## src/rtl/busy_link_pkg.sv

```systemverilog
package busy_link_pkg;

   typedef enum logic {
      LINK_BUSY = 1'b0,
      LINK_TRIG = 1'b1
   } link_mode_e;

   function automatic int cnt_bits(input int limit);
      return (limit < 2) ? 1 : $clog2(limit);
   endfunction

endpackage

```

## src/rtl/busy_toggle_tx.sv

```systemverilog
module busy_toggle_tx #(
   parameter int TOGGLE_DIV = 4
) (
   input  logic clk,
   input  logic rst_n,
   input  logic run,
   output logic tog
);
   import busy_link_pkg::*;

   if (TOGGLE_DIV < 1) begin : g_bad_div
      $error("busy_toggle_tx: TOGGLE_DIV must be at least 1");
   end

   logic tog_q;

   if (TOGGLE_DIV == 1) begin : g_every_cycle
      always_ff @(posedge clk or negedge rst_n) begin
         if (!rst_n)   tog_q <= 1'b0;
         else if (run) tog_q <= ~tog_q;
      end
   end else begin : g_divided
      localparam int CW = cnt_bits(TOGGLE_DIV);
      localparam logic [CW-1:0] LAST = CW'(TOGGLE_DIV - 1);
      logic [CW-1:0] div_cnt;

      always_ff @(posedge clk or negedge rst_n) begin
         if (!rst_n) begin
            div_cnt <= '0;
            tog_q   <= 1'b0;
         end else if (!run) begin
            div_cnt <= '0;
         end else if (div_cnt == LAST) begin
            div_cnt <= '0;
            tog_q   <= ~tog_q;
         end else begin
            div_cnt <= div_cnt + 1'b1;
         end
      end
   end

   assign tog = tog_q;

endmodule

```

## src/rtl/busy_toggle_rx.sv

```systemverilog
module busy_toggle_rx #(
   parameter int TIMEOUT     = 12,
   parameter int SYNC_STAGES = 2
) (
   input  logic clk,
   input  logic rst_n,
   input  logic line_in,
   output logic busy
);
   import busy_link_pkg::*;

   if (SYNC_STAGES < 2) begin : g_bad_sync
      $error("busy_toggle_rx: SYNC_STAGES must be at least 2");
   end
   if (TIMEOUT < 2) begin : g_bad_timeout
      $error("busy_toggle_rx: TIMEOUT must be at least 2");
   end

   localparam int CW = cnt_bits(TIMEOUT);
   localparam logic [CW-1:0] LAST = CW'(TIMEOUT - 1);

   logic [SYNC_STAGES:0] sh;
   logic                 seen_edge;
   logic                 busy_q;
   logic [CW-1:0]        idle_cnt;

   always_ff @(posedge clk or negedge rst_n) begin
      if (!rst_n) sh <= '0;
      else        sh <= {sh[SYNC_STAGES-1:0], line_in};
   end

   assign seen_edge = sh[SYNC_STAGES] ^ sh[SYNC_STAGES-1];

   always_ff @(posedge clk or negedge rst_n) begin
      if (!rst_n) begin
         busy_q   <= 1'b0;
         idle_cnt <= '0;
      end else if (seen_edge) begin
         busy_q   <= 1'b1;
         idle_cnt <= '0;
      end else if (busy_q) begin
         if (idle_cnt == LAST) begin
            busy_q   <= 1'b0;
            idle_cnt <= '0;
         end else begin
            idle_cnt <= idle_cnt + 1'b1;
         end
      end
   end

   assign busy = busy_q;

endmodule

```

## src/rtl/busy_toggle_link.sv

```systemverilog
module busy_toggle_link #(
   parameter int NUM_CH      = 3,
   parameter int TOGGLE_DIV  = 4,
   parameter int TIMEOUT     = 12,
   parameter int SYNC_STAGES = 2
) (
   input  logic              clk,
   input  logic              rst_n,
   input  logic              trig_mode,
   input  logic              busy_in,
   input  logic              trig_in,
   output logic              fast_out,
   input  logic [NUM_CH-1:0] line_in,
   input  logic [NUM_CH-1:0] ch_enable,
   output logic [NUM_CH-1:0] busy_out,
   output logic              stop_acq
);
   import busy_link_pkg::*;

   if (NUM_CH < 1) begin : g_bad_ch
      $error("busy_toggle_link: NUM_CH must be at least 1");
   end
   if (TIMEOUT <= 2 * TOGGLE_DIV) begin : g_bad_ratio
      $error("busy_toggle_link: TIMEOUT must exceed twice TOGGLE_DIV");
   end

   link_mode_e        mode;
   logic              tx_run;
   logic              tog;
   logic              out_q;
   logic [NUM_CH-1:0] busy_vec;
   logic              stop_q;

   assign mode   = link_mode_e'(trig_mode);
   assign tx_run = busy_in && (mode == LINK_BUSY);

   busy_toggle_tx #(.TOGGLE_DIV(TOGGLE_DIV)) u_tx (
      .clk   (clk),
      .rst_n (rst_n),
      .run   (tx_run),
      .tog   (tog)
   );

   always_ff @(posedge clk or negedge rst_n) begin
      if (!rst_n)                  out_q <= 1'b0;
      else if (mode == LINK_TRIG)  out_q <= trig_in;
      else                         out_q <= tog;
   end

   for (genvar i = 0; i < NUM_CH; i++) begin : g_rx
      busy_toggle_rx #(
         .TIMEOUT     (TIMEOUT),
         .SYNC_STAGES (SYNC_STAGES)
      ) u_rx (
         .clk     (clk),
         .rst_n   (rst_n),
         .line_in (line_in[i]),
         .busy    (busy_vec[i])
      );
   end

   always_ff @(posedge clk or negedge rst_n) begin
      if (!rst_n) stop_q <= 1'b0;
      else        stop_q <= |(busy_vec & ch_enable);
   end

   assign fast_out = out_q;
   assign busy_out = busy_vec;
   assign stop_acq = stop_q;

endmodule

```

## config.mk

```make
export PLATFORM = sky130hd
export DESIGN_NAME = busy_toggle_link
export DESIGN_NICKNAME = d
export VERILOG_FILES = /design/src/rtl/busy_link_pkg.sv /design/src/rtl/busy_toggle_tx.sv /design/src/rtl/busy_toggle_rx.sv /design/src/rtl/busy_toggle_link.sv
export SDC_FILE = /design/constraint.sdc
export NUM_CORES = 1
export LEC_CHECK = 0
export BUFFER_PORTS_ARGS = -buffer_cell sky130_fd_sc_hd__buf_2
export CAP_MARGIN = 20
export CORE_ASPECT_RATIO = 1.75
export CORE_MARGIN = 3
export CORE_UTILIZATION = 40
export DETAILED_ROUTE_END_ITERATION = 10
export SLEW_MARGIN = 10
export SYNTH_ARGS = -nofsm -noshare
export SYNTH_HDL_FRONTEND = slang
export SYNTH_SLANG_ARGS = --single-unit
```

## constraint.sdc

```tcl
create_clock -name clk -period 1.2 [get_ports clk]
set_input_delay 0.24 -clock clk [delete_from_list [all_inputs] [get_ports clk]]
set_output_delay 0.24 -clock clk [all_outputs]
set_load 0.005 [all_outputs]
```

# Word level (Yosys, flattened, before mapping)
# Cells that the tools add are included.
# W data, S select, Z words.
word_totals:
  register_bits: 29
  in_bits: 11
  out_inout_bits: 5
  word_cells: 54
classes:
  n_addsub: 4
  eq_ne: 4
  muxes: 21
  n_bitwise: 6
  n_reduce_logical: 6
ops:
  columns: ["cell", "n"]
  rows:
  - ["$mux W4", 9]
  - ["$add A4 B1 Y4 const B", 3]
  - ["$eq A4 B4 Y1 const B", 3]
  - ["$mux W1", 10]
  - ["$reduce_bool A2 Y1", 3]
  - ["$mux W2", 2]
  - ["$and A3 B3 Y3", 1]
  - ["$reduce_or A3 Y1", 1]
  - ["$xor A1 B1 Y1", 3]
  - ["$add A2 B1 Y2 const B", 1]
  - ["$eq A2 B2 Y1 const B", 1]
  - ["$not A1 Y1", 2]
  - ["$reduce_and A2 Y1", 1]
  - ["$logic_and A1 B1 Y1", 1]

# Logic depth before layout (Yosys ltp)
depth:
  ltp_word: 4
  depth_mapped: 4
  depth_no_buf: 4

# Hierarchy
# A second synthesis with hierarchy kept.
unflattened:
  hier_cells: 98
  hier_area_um2: 1188.6
modules_own_cells:
  columns: ["module", "instances", "cells_each", "area_each_um2", "seq_area_each_um2"]
  rows:
  - ["busy_toggle_rx at g_rx[1].u_rx ...", 2, 28, 331.6, 200.2]
  - ["busy_toggle_rx at g_rx[0].u_rx", 1, 28, 329.1, 200.2]
  - ["busy_toggle_tx", 1, 8, 115.1, 75.1]
  - ["busy_toggle_link", 1, 6, 81.3, 50.0]

# Worst setup path before layout
# No wires, ideal clock.
synth_timing:
  path_kind: "reg-to-reg"
  startpoint: "reg g_rx[1].u_rx.idle_cnt[0]"
  endpoint: "reg g_rx[1].u_rx.idle_cnt[2]"
  setup_ns: 0.129
  arrival_time_ns: 0.893
  t_required_ns: 1.071
  setup_slack_ns: 0.178
  path_stages_with_launch: 5
  n_path_buf: 0
  synth_period_minus_slack_ns: 1.022
  path_cell_list: "dfrtp_1 ha_1 nand2_1 mux2i_1 nor2_1"
synth_via:
  elab_chain_len: 4
  word_cells_on_any_way: 5
  classes_between: "1 x add/sub; 1 x eq/ne; 3 x mux"
synth_rtl:
  columns: ["element", "line_no", "text"]
  rows:
  - ["from (decl)", "busy_toggle_rx.sv:25", "logic [CW-1:0] idle_cnt;"]
  - ["from (signal assigned)", "busy_toggle_rx.sv:46", "idle_cnt <= idle_cnt + 1'b1;"]
  - ["$add A4 B1 Y4 / $eq A4 B4 Y1 (equally long branches)", "busy_toggle_rx.sv:46, busy_toggle_rx.sv:42", null]
  - ["$mux W4 *", "busy_toggle_rx.sv:42", "if (idle_cnt == LAST) begin"]
  - ["$mux W4 *", "busy_toggle_rx.sv:41", "end else if (busy_q) begin"]
  - ["$mux W4 *", "busy_toggle_rx.sv:38", "end else if (seen_edge) begin"]
# Every way passes the cells marked *; elsewhere a longest branch is shown, timed or not. The select of a mux whose other input is x is not followed.
# A chain may end at the register's enable or synchronous reset.

# Worst setup path after layout
layout_timing:
  startpoint: "reg g_rx[2].u_rx.busy_q"
  endpoint: "out busy_out[2]"
layout_lines:
  columns: ["element", "line_no", "text"]
  rows:
  - ["from (decl)", "busy_toggle_rx.sv:24", "logic busy_q;"]
  - ["from (signal assigned)", "busy_toggle_rx.sv:36", "busy_q <= 1'b0;"]
  - ["from (signal assigned)", "busy_toggle_rx.sv:39", "busy_q <= 1'b1;"]
  - ["from (signal assigned)", "busy_toggle_rx.sv:43", "busy_q <= 1'b0;"]
  - ["to (decl)", "busy_toggle_link.sv:15", "output logic [NUM_CH-1:0] busy_out,"]
# No word-level cell between the ends.

==> metrics.yaml <==
run_status:
  outcome: "completed"
timing:
  finalClockSkew_ns: 0.00660
  slew_headroom: 0.736
  rsz0062_at_grt: "true"
  max_freq_ghz: 0.865
  setup_violations: 0
  finalHoldViolations: 0
  worstMarginPinSlew_ns: 0.395
  min_period_ns: 1.16
  fin_crit_sh: 0.964
  drv_slew: 0
routing:
  drt-wirelength-per-cell_um: 13.0
  drc: 0
  postRouteAntennaNets: 0
  drt-initial-drc-count: 4
  via_count: 819
  avgViaCountPerCell: 5.39
  drt-pass1-iter-count: 5
  routed_wl_um: 1970
clocking:
  cts_root_buffer: "clkbuf_8"
  clk_latency_ns: 0.28
  cts_tree: "built"
  cts_buffers: 5
  h-tree-depth: 2
  cts.sinks: 29
  cts_max_path_buffers: 2
  clkTransAtPathRegs_ns: 0.06
placement:
  place_inst: 140
  gp_congestion: 0.633
  postPlaceCellArea_um2: 1320
  port_buffers: 15
  place_hpwl_um: 1400
die:
  ios: 16
  fp.coreArea_um2: 2820
  die_height_um: 79.0
  row_count: 25
  die_w_um: 47.7
  die_area_um2: 3770
  start_util: 0.432
power:
  total_power_mw: 2.25
  p_per_area_nw_per_um2: 1540
  p_leak_nw: 0.702
  ir_drop_mv: 0.906
global_route:
  grt_remaining_overflow: 0
  grt_pass1_wl_um: 3460
  grt_max_degree: 30
  antenna_found_initial: 0
  grt_pass1_vias: 808
  grt_usage: 0.131
critical_path:
  criticalPathCategory: "flip-flop to primary output"
  startpoint_type: "flip-flop"
  cp-end-kind: "primary output"
  cp_max_fo: 5
  arrival_ns: 0.92
  crit_required_ns: 0.96
synth:
  synthSimpleGateAreaFrac: 0.140
  synth-seq-cells: 29
  synth-seq-area-share: 0.596
  synth_top_family_by_area: "simple AND/OR/NAND/NOR gates"
  synth_top_area_cell: "dfrtp_1"
  synth_mux_area_frac: 0.0586
  netlist_area_um2: 1220
  synth_xor_area_frac: 0.0432
  synth_cells: 100
  synth_fa_ha_area_frac: 0.0411
  syn_area_per_cell_um2: 12.2
  synth_cell_types: 23
  synth_compound_area_frac: 0.0904
  synth_nets: 115
  synth.area.top_cells: "dfrtp_1 60%, mux2i_1 4.9%, ha_1 4.1%"
  yosys_warnings: 0
  post-synth-top-area-fraction: 0.596
finish:
  n_fill_cell: 263
  layout-drive-gt1-share: 0.256
  final_area_um2: 1470
  multi_input_area_um2: 462
  utilization: 0.521
  layout.nets: 139
  n_antenna_cell: 0
  seq_area_um2: 727
  layout.cells.non_filler: 152
  syn2layout_area_growth_pct: 20.5
worst_hold_path:
  hp-class: "primary input to flip-flop"
flow_run:
  drv_cap: 0
-- cell usage after synthesis, drive strengths merged --
library cell / n
a21o: 1
mux2: 1
a21oi: 4
xnor2: 3
a21boi: 3
mux2i: 6
o31ai: 2
o21ai: 7
nor2: 9
and3b: 1
inv: 1
ha: 4
dfrtp: 29
nand2b: 1
a222oi: 1
and4b: 3
nor4b: 1
nand3b: 6
nand2: 10
xor2: 3
buf: 4
-- worst max-delay path, cell delays in order (launching register included) --
cell and delay (ns):
dfrtp_1 0.39, buf_6 0.13, buf_2 0.12
-- sequential cells by signal, summed over array words and instances, names as in the netlist --
signal,count
fast_out,1
g_rx.u_rx.busy,3
u_tx.tog,1
u_tx.g_divided.div_cnt,2
g_rx.u_rx.sh,9
g_rx.u_rx.idle_cnt,12
stop_acq,1
-- kinds of logic after synthesis --
kind of cell | Yosys count
and+or+nand+nor | 31
AOI/OAI and AO/OA | 18
muxes | 7
xor gates and xnor gates | 6
buffers and inverters | 5
DFF | 29
adders and majority gates | 4
-- what timing repair did --
action / in CTS / in global routing
gates resized for setup: 1 / 6
hold endpoints to repair: 29 / 0
pin swaps: 0 / 1
setup endpoints to repair: 2 / 4
buffers inserted: 1 / 2
hold buffers: 1 / 0
-- path summary, 6_finish.rpt --
path | endpoint | from | slack (ns) | cells after the start
max | busy_out[2] | g_rx[2].u_rx.busy | 0.04 | 2
min | g_rx[0].u_rx.sh[0] | line_in[0] | 0.07 | 1
max reg2reg | g_rx[0].u_rx.idle_cnt[0] | g_rx[0].u_rx.idle_cnt[0] | 0.06 | 4
min reg2reg | g_rx[2].u_rx.sh[1] | g_rx[2].u_rx.sh[0] | 0.35 | 0
max in group asynchronous | fast_out | rst_n | 0.61 | 3
min in group asynchronous | g_rx[1].u_rx.busy | rst_n | 0.43 | 3
-- cell usage in the layout (no fill, tap or decap), types with 2 or more instances in the layout --
master,Yosys,layout
ha_1,4,3
a21boi_0,3,3
a21oi_1,4,4
nand2_1,10,10
nor2_1,9,9
buf_2,0,15
dfrtp_1,29,28
buf_4,3,3
xor2_1,3,3
xnor2_1,3,3
clkbuf_8,0,7
nand3b_1,6,6
o21ai_1,2,5
o21ai_0,5,2
and4b_1,3,3
mux2i_1,6,6
-- metrics by stage --
stage          setup TNS [ns]  hold WS, ns  setup slack [ns]
2_1_floorplan               0      -0.0556             0.178
3_3_place_gp                0        0.200            0.0940
3_5_place_dp                0        0.202            0.0827
4_1_cts                     0       0.0574            0.0168
5_1_grt             -0.000929       0.0586         -0.000929
6_report                    0       0.0676            0.0434
-- cell type report --
type                            count  area share
Timing Repair Buffer               21      0.0947
Multi-Input combinational cell     66       0.315
Tap cell                           27      0.0230
Clock buffer                        7      0.0657
Clock inverter                      1     0.00341
Sequential cell                    29       0.496
Inverter                            1     0.00256
-- metal layers --
metal  part of all wire  global-route usage  vias up  wire length, um
met5                  0                   0        -                0
met3              0.061              0.0544        5              121
li1                   -                   -      394                -
met4              0.026              0.0728        0               52
met2               0.51               0.204       19             1010
met1               0.40               0.142      401              791
-- where the power goes --
part / internal, mW / total [mW] / switching (mW)
clock: 0.517 / 0.876 / 0.359
sequential: 1.06 / 1.12 / 0.0661
combinational: 0.137 / 0.255 / 0.118
total: 1.71 / 2.25 / 0.543
Note: power is estimated with default switching activity, not from simulation.
